<file path="config.mk">
export PLATFORM = sky130hd
export DESIGN_NAME = keyed_flash_cmd
export DESIGN_NICKNAME = d
export VERILOG_FILES = /design/src/rtl/kfc_pkg.sv /design/src/rtl/kfc_key_check.sv /design/src/rtl/kfc_regs.sv /design/src/rtl/kfc_cmd.sv /design/src/rtl/keyed_flash_cmd.sv
export SDC_FILE = /design/constraint.sdc
export NUM_CORES = 1
export LEC_CHECK = 0
export BUFFER_PORTS_ARGS = -buffer_cell sky130_fd_sc_hd__buf_2
export CAP_MARGIN = 5
export CORE_MARGIN = 2
export CORE_UTILIZATION = 45
export DETAILED_ROUTE_END_ITERATION = 8
export GPL_TIMING_DRIVEN = 0
export MAX_ROUTING_LAYER = met4
export PLACE_DENSITY = 0.7
export SYNTH_ARGS = -nofsm -noshare
export SYNTH_HDL_FRONTEND = slang
export SYNTH_SLANG_ARGS = --single-unit
</file>
<file path="constraint.sdc">
create_clock -name clk -period 4 [get_ports clk]
set_clock_uncertainty 0.1 [all_clocks]
set_input_delay 0.4 -clock clk [delete_from_list [all_inputs] [get_ports clk]]
set_output_delay 0.4 -clock clk [all_outputs]
set_load 0.02 [all_outputs]
</file>
<file path="src/rtl/kfc_pkg.sv">
package kfc_pkg;
  localparam int BUS_W = 32;
  localparam int KEY_W = 16;
  localparam int CMD_W = 4;
  localparam int REG_AW = 4;

  localparam logic [REG_AW-1:0] OFF_ADDR = 4'h0;
  localparam logic [REG_AW-1:0] OFF_DATA = 4'h4;
  localparam logic [REG_AW-1:0] OFF_CTRL = 4'h8;
  localparam logic [REG_AW-1:0] OFF_PEND = 4'hC;

  typedef enum logic [1:0] {
    OP_PROG   = 2'd0,
    OP_PAGE   = 2'd1,
    OP_MASS   = 2'd2,
    OP_COMMIT = 2'd3
  } kfc_op_e;
endpackage

</file>
<file path="src/rtl/kfc_key_check.sv">
module kfc_key_check
  import kfc_pkg::*;
#(
  parameter logic [KEY_W-1:0] FIXED_KEY = 16'hA442
) (
  input  logic [BUS_W-1:0] wdata,
  input  logic             key_sel,
  input  logic [KEY_W-1:0] prog_key,
  output logic             key_ok,
  output logic             single,
  output logic             multi
);
  logic [KEY_W-1:0] expect_key;
  logic [CMD_W-1:0] bits;

  always_comb begin
    expect_key = key_sel ? prog_key : FIXED_KEY;
    key_ok     = (wdata[BUS_W-1:BUS_W-KEY_W] == expect_key);
    bits       = wdata[CMD_W-1:0];
    single     = (bits != '0) && ((bits & (bits - 1'b1)) == '0);
    multi      = (bits != '0) && !single;
  end
endmodule

</file>
<file path="src/rtl/kfc_regs.sv">
module kfc_regs
  import kfc_pkg::*;
#(
  parameter int ADDR_W = 18
) (
  input  logic              clk,
  input  logic              rst_n,
  input  logic              wr_ok,
  input  logic [REG_AW-1:0] bus_addr,
  input  logic [BUS_W-1:0]  bus_wdata,
  output logic [ADDR_W-1:0] addr_q,
  output logic [BUS_W-1:0]  data_q,
  output logic [BUS_W-1:0]  pend_q
);
  always_ff @(posedge clk) begin
    if (!rst_n) begin
      addr_q <= '0;
      data_q <= '0;
      pend_q <= '0;
    end else if (wr_ok) begin
      if (bus_addr == OFF_ADDR) addr_q <= bus_wdata[ADDR_W-1:0];
      if (bus_addr == OFF_DATA) data_q <= bus_wdata;
      if (bus_addr == OFF_PEND) pend_q <= bus_wdata;
    end
  end
endmodule

</file>
<file path="src/rtl/kfc_cmd.sv">
module kfc_cmd
  import kfc_pkg::*;
#(
  parameter int ADDR_W = 18,
  parameter int PAGE_W = 10
) (
  input  logic              clk,
  input  logic              rst_n,
  input  logic              ctrl_wr,
  input  logic              key_ok,
  input  logic              single,
  input  logic              multi,
  input  logic [CMD_W-1:0]  req_bits,
  input  logic [ADDR_W-1:0] addr_q,
  input  logic [BUS_W-1:0]  data_q,
  input  logic [BUS_W-1:0]  pend_q,
  input  logic              fl_done,
  output logic [CMD_W-1:0]  cmd_q,
  output logic              busy,
  output logic              err_q,
  output logic              start_q,
  output logic [1:0]        op_q,
  output logic [ADDR_W-1:0] faddr_q,
  output logic [BUS_W-1:0]  fdata_q
);
  localparam logic [ADDR_W-1:0] PAGE_MASK =
    {{(ADDR_W-PAGE_W){1'b1}}, {PAGE_W{1'b0}}};

  logic              accept, reject;
  kfc_op_e           nxt_op;
  logic [ADDR_W-1:0] nxt_addr;
  logic [BUS_W-1:0]  nxt_data;

  always_comb begin
    busy   = |cmd_q;
    accept = ctrl_wr && key_ok && !busy && single;
    reject = ctrl_wr && key_ok && !busy && multi;
    nxt_op   = OP_PROG;
    nxt_addr = addr_q;
    nxt_data = data_q;
    if (req_bits[1]) begin
      nxt_op   = OP_PAGE;
      nxt_addr = addr_q & PAGE_MASK;
      nxt_data = '0;
    end else if (req_bits[2]) begin
      nxt_op   = OP_MASS;
      nxt_addr = '0;
      nxt_data = '0;
    end else if (req_bits[3]) begin
      nxt_op   = OP_COMMIT;
      nxt_data = pend_q;
    end
  end

  always_ff @(posedge clk) begin
    if (!rst_n) begin
      cmd_q   <= '0;
      err_q   <= 1'b0;
      start_q <= 1'b0;
      op_q    <= '0;
      faddr_q <= '0;
      fdata_q <= '0;
    end else if (accept) begin
      cmd_q   <= req_bits;
      err_q   <= 1'b0;
      start_q <= 1'b1;
      op_q    <= nxt_op;
      faddr_q <= nxt_addr;
      fdata_q <= nxt_data;
    end else begin
      start_q <= 1'b0;
      if (reject) err_q <= 1'b1;
      if (busy && fl_done) cmd_q <= '0;
    end
  end
endmodule

</file>
<file path="src/rtl/keyed_flash_cmd.sv">
module keyed_flash_cmd
  import kfc_pkg::*;
#(
  parameter int ADDR_W = 18,
  parameter int PAGE_W = 10,
  parameter logic [15:0] FIXED_KEY = 16'hA442
) (
  input  logic              clk,
  input  logic              rst_n,
  input  logic              bus_wr,
  input  logic [3:0]        bus_addr,
  input  logic [31:0]       bus_wdata,
  output logic [31:0]       bus_rdata,
  input  logic              key_sel,
  input  logic [15:0]       prog_key,
  output logic              cmd_err,
  output logic              fl_start,
  output logic [1:0]        fl_op,
  output logic [ADDR_W-1:0] fl_addr,
  output logic [31:0]       fl_data,
  input  logic              fl_done
);
  logic              key_ok, single, multi, busy, ctrl_wr, data_wr;
  logic [CMD_W-1:0]  cmd_bits;
  logic [ADDR_W-1:0] addr_q;
  logic [BUS_W-1:0]  data_q, pend_q;

  assign ctrl_wr = bus_wr && (bus_addr == OFF_CTRL);
  assign data_wr = bus_wr && !busy;

  kfc_key_check #(.FIXED_KEY(FIXED_KEY)) u_key (
    .wdata(bus_wdata), .key_sel(key_sel), .prog_key(prog_key),
    .key_ok(key_ok), .single(single), .multi(multi)
  );

  kfc_regs #(.ADDR_W(ADDR_W)) u_regs (
    .clk(clk), .rst_n(rst_n), .wr_ok(data_wr), .bus_addr(bus_addr),
    .bus_wdata(bus_wdata), .addr_q(addr_q), .data_q(data_q), .pend_q(pend_q)
  );

  kfc_cmd #(.ADDR_W(ADDR_W), .PAGE_W(PAGE_W)) u_cmd (
    .clk(clk), .rst_n(rst_n), .ctrl_wr(ctrl_wr), .key_ok(key_ok),
    .single(single), .multi(multi), .req_bits(bus_wdata[CMD_W-1:0]),
    .addr_q(addr_q), .data_q(data_q), .pend_q(pend_q), .fl_done(fl_done),
    .cmd_q(cmd_bits), .busy(busy), .err_q(cmd_err), .start_q(fl_start),
    .op_q(fl_op), .faddr_q(fl_addr), .fdata_q(fl_data)
  );

  always_comb begin
    case (bus_addr)
      OFF_ADDR: bus_rdata = {{(BUS_W-ADDR_W){1'b0}}, addr_q};
      OFF_DATA: bus_rdata = data_q;
      OFF_CTRL: bus_rdata = {{(BUS_W-CMD_W){1'b0}}, cmd_bits};
      OFF_PEND: bus_rdata = pend_q;
      default:  bus_rdata = '0;
    endcase
  end
endmodule

</file>
==> results of run 1 <==
## routing by layer
layer / GRT usage (%) / vias up / share of wire, %
met5: - / - / 0
met4: 7.369 / 0 / 1.6
met3: 5.947 / 31 / 6.4
met2: 40.58 / 195 / 47
met1: 33.75 / 2898 / 45
li1: - / 2890 / -
## final timing paths
kind	slack, ns	end	start
worst max-delay path	0.49	bus_rdata[11]	bus_addr[3]
worst min-delay path	0.15	u_regs.addr_q[6]	bus_wdata[6]
worst max register to register	1.32	u_cmd.fdata_q[7]	u_cmd.cmd_q[3]
worst min register to register	0.36	u_cmd.faddr_q[10]	u_cmd.faddr_q[10]
## sequential cells by signal (all words and copies together) (netlist names)
signal / count
u_cmd.start_q: 1
u_regs.addr_q: 18
u_cmd.cmd_q: 4
u_cmd.faddr_q: 18
u_cmd.op_q: 2
u_cmd.err_q: 1
u_regs.data_q: 32
u_cmd.fdata_q: 32
u_regs.pend_q: 32
## stage by stage
stage          area, µm²  instances  worst slack [ns]  hold slack, ns
5_1_grt             8212       1084            0.2383          0.1600
3_3_place_gp        7632       1053            0.4703          0.3472
4_1_cts             8212       1084            0.4521          0.1372
2_1_floorplan       6701        729             1.557          0.3510
3_5_place_dp        7632       1053            0.4557          0.3471
6_report            8214       1085            0.4889          0.1452
## worst max-delay path, stage by stage
cell	delay (ns)
buf_2	0.12
nor4b_1	0.94
clkbuf_1	0.49
buf_1	0.59
a22oi_1	0.18
nand2_1	0.12
buf_2	0.16
## cells by family after synthesis
kind of cell,after synthesis,synth area share [%]
XOR/XNOR,8,1.046
buffers and inverters,76,4.948
flip-flops,140,41.82
multiplexers,74,11.05
AND/OR/NAND/NOR,272,18.61
AO/OA/AOI/OAI,158,22.37
adder cells (fa/ha/maj),1,0.1494
## power by group
part | leakage [nW] | switching (mW) | internal (mW) | total (mW)
logic | 1.75 | 0.131 | 0.0748 | 0.206
registers | 1.13 | 0.00840 | 1.41 | 1.41
clock network | 0.286 | 0.585 | 0.975 | 1.56
## layout make-up
type,count,area [µm²]
fill,1342,6320
multi-input combinational,513,3567
sequential,140,2803
timing repair buffer,140,700.7
clock buffer,24,491.7
buffer,63,282.8
tap,184,230.2
clock inverter,7,87.58
inverter,13,48.80
antenna,1,2.502
## cells in the mapped netlist (10+ instances only)
cell type | instances | area, µm²
a22o_1 | 18 | 157.7
a22oi_1 | 14 | 105.1
a21boi_0 | 54 | 405.4
o32ai_1 | 13 | 113.9
o32ai_2 | 30 | 488.0
mux2i_1 | 74 | 740.7
nand2_1 | 197 | 739.5
clkbuf_1 | 44 | 165.2
nor2b_1 | 35 | 219.0
buf_2 | 10 | 50.05
inv_1 | 13 | 48.80
dfxtp_1 | 140 | 2803
==> results.yml, run 1 <==
critical_path:
  critPathCaptureType: "primary output"
  crit_arrival_ns: 3.01
  worstPathRequired_ns: 3.50
  crit_type: "input port to primary output"
  crit_path_start_kind: "input port"
  crit_fanout: 10
  reg2regPathDepth: 7
routing:
  wl_per_cell_um: 18.40
  ant_nets: 0
  drc: 0
  via_per_inst: 5.543
  firstDrtPassIters: 5
  totalWireLength_um: 19960
  first_iter_violations: 499
  via_count: 6014
floorplan:
  rows: 44
  core_um2: 14530
  io_pins: 143
  start_util_pct: 46.11
  fp.dieW_um: 126.0
  die_h_um: 126.0
  die-area_um2: 15880
global_routing:
  grt_overflow: 0
  grt_use_total_pct: 25.92
  grt_max_degree: 17
  grt_pass1_wl_um: 31410
  grt_pass1_vias: 5741
  antenna_found_initial: 0
synth:
  synthesis.area_um2: 6701
  synthesis.instances: 729
  synth.net_count: 786
  async_reset_ff_share_pct: 0
  yosys_warnings: 0
  ys_seq_elements: 140
  synth_edf_count: 0
  yosysSeqAreaShare_pct: 41.82
  syn_avg_cell_area_um2: 9.193
  ys_types: 50
  synthFlopType: "dfxtp_1"
placement:
  globalplace.congestion: 0.8879
  dp_hpwl_um: 14490
  portBuffers: 140
sta:
  setup_tns_ns: 0
  rsz0062_at_grt: "no"
  slew_viol_final: 0
  finalCritPeriodShare_pct: 87.78
  hold_viol: 0
  period_minus_slack_ns: 3.511
  max_freq_ghz: 0.2848
  setup_viol: 0
  worstMarginPinSlew_ns: 1.133
  slew_headroom_pct: 23.76
power_and_ir_drop:
  max-vdd-ir-drop_uv: 322.1
  leakagePower_nw: 3.163
  power_density_nw_per_um2: 387.1
  fin_total_pwr_mw: 3.180
run_status:
  status: "finished, final reports clean"
clock_tree:
  cts_hold_buf: 0
  htreeDepth: 4
  ctsLongestPathBuffers: 2
  path_clk_slew_ns: 0.06
  clk_latency_ns: 0.43
  cts_inserted_buffers: 17
  cts_tree: "built"
  ctsResizeCount: 0
  cts.sinks: 140
  cts-root-buf: "clkbuf_16"
  cts_setup_buffers: 0
layout:
  post-route-util_pct: 56.52
  layout.nets: 945
  layout_commonest_cell: "nand2_1"
  drive_above_1_share_pct: 24.78
  syn2layout_area_growth_pct: 22.57
  layout_common_cells: "197 x nand2_1, 150 x buf_2, 140 x dfxtp_1"
hold_path:
  hold_path_class: "input port to flip-flop"
  hold_path_depth: 3
run:
  drv_cap: 0
Power figures use the tool's default switching activity.
==> run 2, diff against run 1 <==
--- a/config.mk
+++ b/config.mk
@@ -12,7 +12,7 @@
 export DETAILED_ROUTE_END_ITERATION = 8
 export GPL_TIMING_DRIVEN = 0
 export MAX_ROUTING_LAYER = met4
-export PLACE_DENSITY = 0.7
+export PLACE_DENSITY = 0.73
 export SYNTH_ARGS = -nofsm -noshare
 export SYNTH_HDL_FRONTEND = slang
 export SYNTH_SLANG_ARGS = --single-unit
==> constraint.sdc (replaced) <==
create_clock -name clk -period 3.2 [get_ports clk]
set_clock_uncertainty 0.1 [all_clocks]
set_input_delay 0.32 -clock clk [delete_from_list [all_inputs] [get_ports clk]]
set_output_delay 0.32 -clock clk [all_outputs]
set_load 0.02 [all_outputs]
==> results.yml, run 2 (synthesis gave the netlist of run 1 again) <==
routing:
  firstDrtPassIters: 7
  drc: 0
  wl_per_cell_um: 18.75
  via_count: 6089
  first_iter_violations: 564
  ant_nets: 0
  totalWireLength_um: 20370
  via_per_inst: 5.607
clock_tree:
  ctsResizeCount: 2
  cts.sinks: 140
  cts_tree: "built"
  cts-root-buf: "clkbuf_16"
  path_clk_slew_ns: 0.06
  cts_inserted_buffers: 17
  cts_setup_buffers: 0
  htreeDepth: 4
  cts_hold_buf: 0
  clk_latency_ns: 0.43
  ctsLongestPathBuffers: 2
sta:
  finalCritPeriodShare_pct: 94.26
  setup_tns_ns: 0
  rsz0062_at_grt: "no"
  setup_viol: 0
  max_freq_ghz: 0.3315
  setup_ws_ns: 0.1836
  hold_viol: 0
  period_minus_slack_ns: 3.016
  fin_hold_ws_ns: 0.06904
  slew_viol_final: 0
  slew_headroom_pct: 19.78
  worstMarginPinSlew_ns: 1.193
floorplan:
  start_util_pct: 46.11
  rows: 44
  die-area_um2: 15880
  io_pins: 143
  core_um2: 14530
  fp.dieW_um: 126.0
  die_h_um: 126.0
power_and_ir_drop:
  fin_total_pwr_mw: 3.952
  power_density_nw_per_um2: 480.7
  switching_power_mw: 0.9424
  leakagePower_nw: 3.167
  pwr-share-seq_pct: 44.7
  combPwrFrac_pct: 6.6
  intPower_mw: 3.010
  p_clk_share_pct: 48.7
  p_sw_share_pct: 23.84
  max-vdd-ir-drop_uv: 389.7
placement:
  dp_cells: 1054
  place_ws_ns: -0.2064
  portBuffers: 140
  place_area_um2: 7642
  dp_hpwl_um: 14470
  globalplace.congestion: 0.8815
layout:
  fillers: 1312
  layout_commonest_cell: "nand2_1"
  final_cell_area_um2: 8222
  largestRegisters: "u_cmd.fdata_q: 32 flops, u_regs.data_q: 32 flops, u_regs.pend_q: 32 flops"
  post-route-util_pct: 56.57
  multi_input_area_um2: 3573
  layout_common_cells: "197 x nand2_1, 152 x buf_2, 140 x dfxtp_1"
  finalNonFillerCells: 1086
  layout.nets: 946
  seqCellArea_um2: 2803
  drive_above_1_share_pct: 25.31
  syn2layout_area_growth_pct: 22.68
critical_path:
  critPathCaptureType: "primary output"
  reg2regPathDepth: 7
  crit_type: "input port to primary output"
  crit_fanout: 10
  rr_endpoint: "u_cmd.fdata_q[27]"
  crit_arrival_ns: 2.60
  rrSetupSlack_ns: 0.38
  reg2reg_from: "u_cmd.cmd_q[3]"
  crit_path_start_kind: "input port"
  worstPathRequired_ns: 2.78
global_routing:
  grt_pass1_vias: 5815
  grt_overflow: 0
  antenna_found_initial: 1
  grt_use_total_pct: 26.46
  grt_pass1_wl_um: 31750
  grt_max_degree: 17
hold_path:
  hold_path_class: "input port to flip-flop"
  min_from: "bus_wdata[4]"
  hold_path_depth: 3
  holdPathEnd: "u_regs.addr_q[4]"
run_status:
  status: "finished, final reports clean"
run:
  drv_cap: 0
-- run 2: power groups by stage --
stage	logic [mW]	clock network, mW	registers [mW]
3_5_place_dp	0.257	0	1.80
5_1_grt	0.282	2.02	1.77
6_report	0.263	1.92	1.77
4_1_cts	0.258	1.92	1.77
3_3_place_gp	0.254	0	1.80
2_1_floorplan	0.141	0	1.80
-- run 2: worst max-delay path by stage --
stage	from	to
floorplan	bus_wdata[16]	u_cmd.fdata_q[10]
global placement	bus_addr[3]	bus_rdata[4]
detailed placement	bus_addr[3]	bus_rdata[4]
CTS	bus_addr[3]	bus_rdata[4]
global route	bus_addr[3]	bus_rdata[4]
finish	bus_addr[3]	bus_rdata[4]
-- run 2: layout make-up --
class                   count  area share, %
inverters                  13         0.5935
clock buffers              20          5.433
flip-flops and latches    140          34.09
clock inverters            11          1.476
diodes                      1        0.03044
plain buffers              63          3.470
well taps                 184          2.800
repair buffers            141          8.644
multi-input cells         513          43.46
-- run 2: critical path, stage by stage --
cell and delay [ns]:
buf_2 0.12, nor4b_2 0.47, clkdlybuf4s18_2 0.34, clkbuf_1 0.45
buf_2 0.43, a22oi_1 0.16, nand2_1 0.13, buf_2 0.17
-- run 2: per-layer routing --
layer	vias to the layer above	GRT usage, %	routed length (µm)
li1	2897	-	-
met1	2896	35.60	9157
met2	251	39.47	9260
met3	45	5.862	1465
met4	0	9.114	482
met5	-	-	0
==> run 3, diff against run 2 <==
--- a/config.mk
+++ b/config.mk
@@ -5,7 +5,8 @@
 export SDC_FILE = /design/constraint.sdc
 export NUM_CORES = 1
 export LEC_CHECK = 0
-export BUFFER_PORTS_ARGS = -buffer_cell sky130_fd_sc_hd__buf_2
+export ABC_CLOCK_PERIOD_IN_PS = 3200
+export BUFFER_PORTS_ARGS = -buffer_cell sky130_fd_sc_hd__buf_4
 export CAP_MARGIN = 5
 export CORE_MARGIN = 2
 export CORE_UTILIZATION = 45
==> results.yml, run 3 (synthesis gave the netlist of run 1 again) <==
floorplan:
  start_util_pct: 46.11
  core_um2: 14530
  die-area_um2: 15880
  die_h_um: 126.0
  rows: 44
  fp.dieW_um: 126.0
  io_pins: 143
sta:
  finalCritPeriodShare_pct: 95.77
  slew_viol_final: 0
  setup_viol: 0
  setup_ws_ns: 0.1354
  rsz0062_at_grt: "no"
  hold_viol: 0
  period_minus_slack_ns: 3.065
  max_freq_ghz: 0.3263
  slew_headroom_pct: 22.17
  worstMarginPinSlew_ns: 1.157
placement:
  dp_hpwl_um: 14660
  place_ws_ns: -0.2379
  portBuffers: 140
  globalplace.congestion: 0.8590
run_status:
  status: "finished, final reports clean"
routing:
  wl_per_cell_um: 18.86
  wl_met3_um: 1458
  totalWireLength_um: 20440
  ant_nets: 0
  met1_length_um: 9102
  wl_met2_um: 9333
  via_per_inst: 5.592
  drc: 0
  via_count: 6062
  firstDrtPassIters: 5
  maxUsedRoutingLayer: "met4"
  first_iter_violations: 490
global_routing:
  grt_pass1_wl_um: 32000
  grt_use_total_pct: 26.42
  antenna_found_initial: 0
  grt_pass1_vias: 5943
  grt_max_degree: 17
  grt_overflow: 0
critical_path:
  slowest_delay_ns: 0.65
  crit_fanout: 10
  path_cells: "buf_4 -> nor4_1 -> clkbuf_1 -> clkbuf_1 -> a22oi_1 -> nand2_1 -> buf_4"
  crit_arrival_ns: 2.64
  cp_top_family: "buffers and inverters"
  cp_slowest_cell: "nor4_1"
  critPathCaptureType: "primary output"
  worst-path-buf-inv: 4
  crit_type: "input port to primary output"
  crit_path_start_kind: "input port"
  worstPathRequired_ns: 2.78
layout:
  antennaDiodeCount: 0
  largestRegisters: "u_cmd.fdata_q: 32 flops, u_regs.data_q: 32 flops, u_regs.pend_q: 32 flops"
  layout_commonest_cell: "nand2_1"
  layout_common_cells: "197 x nand2_1, 141 x buf_4, 140 x dfxtp_1"
  layout.nets: 946
  syn2layout_area_growth_pct: 27.45
  drive_above_1_share_pct: 25.44
power_and_ir_drop:
  power_density_nw_per_um2: 454.1
  p_sw_share_pct: 24.13
  combPwrFrac_pct: 7.3
  max-vdd-ir-drop_uv: 361.9
  switching_power_mw: 0.9357
  leakagePower_nw: 3.190
  p_clk_share_pct: 47.2
  pwr-share-seq_pct: 45.6
  intPower_mw: 2.942
  fin_total_pwr_mw: 3.878
hold_path:
  hold_path_class: "input port to flip-flop"
clock_tree:
  path_clk_slew_ns: 0.06
  cts.sinks: 140
  cts_setup_buffers: 0
  cts_inserted_buffers: 17
  cts_tree: "built"
  clk_latency_ns: 0.42
  cts_hold_buf: 0
  ctsLongestPathBuffers: 2
  cts-root-buf: "clkbuf_16"
  htreeDepth: 4
run:
  drv_cap: 0
[run 3: changes by cell type in the layout (fill, tap and decap cells not counted), sizes merged]
cell	change
inv	+1
clkinvlp	+1
bufinv	-1
clkbuf	-2
diode	-1
[run 3: area by class of cell]
type | count | area, µm²
tap | 184 | 230.2
timing repair buffer | 141 | 1061
inverter | 13 | 48.80
clock buffer | 18 | 439.2
buffer | 63 | 285.3
fill | 1328 | 5993
multi-input combinational | 513 | 3573
sequential | 140 | 2803
clock inverter | 12 | 100.1
[run 3: routing by layer]
metal	GRT usage, %	up-vias
met5	-	-
met4	9.373	0
met3	6.797	51
li1	-	2901
met1	33.57	2881
met2	40.89	229
[run 3: what timing repair did]
item,CTS,global route
gates resized for setup,2,1
setup endpoints to repair,19,6
pin swaps,0,0
cloned,0,0
[run 3: final timing paths]
check | from | to | slack [ns] | cells after the start
max | bus_addr[3] | bus_rdata[4] | 0.14 | 7
min | bus_wdata[12] | u_regs.addr_q[12] | 0.07 | 3
max reg2reg | u_cmd.cmd_q[3] | u_cmd.fdata_q[29] | 0.36 | 7
min reg2reg | u_cmd.faddr_q[13] | u_cmd.faddr_q[13] | 0.36 | 2
[run 3: power by group through the flow]
stage | combinational (mW) | clock (mW) | sequential [mW]
finish | 0.282 | 1.83 | 1.77
CTS | 0.277 | 1.84 | 1.77
global placement | 0.274 | 0 | 1.80
global route | 0.303 | 1.90 | 1.77
detailed placement | 0.276 | 0 | 1.80
floorplan | 0.141 | 0 | 1.80
[run 3: per-stage QoR]
stage | setup TNS, ns | hold slack [ns] | utilization (%) | instances | area [µm²]
3_3_place_gp | -6.354 | 0.3501 | 54.92 | 1053 | 7983
4_1_cts | 0 | 0.06317 | 58.72 | 1084 | 8534
3_5_place_dp | -1.731 | 0.3470 | 54.99 | 1054 | 7993
2_1_floorplan | 0 | 0.3510 | - | 729 | 6701
5_1_grt | 0 | 0.07975 | 58.76 | 1084 | 8541
6_report | 0 | 0.06953 | 58.76 | 1084 | 8541
[run 3: worst reg2reg max path, stage by stage, from the launching register on]
cell      delay, ns
dfxtp_1        0.33
nor4_1         0.43
and2_1         0.29
o211ai_1       0.21
nor4_2         0.45
buf_2          0.39
buf_2          0.38
o32ai_2        0.13
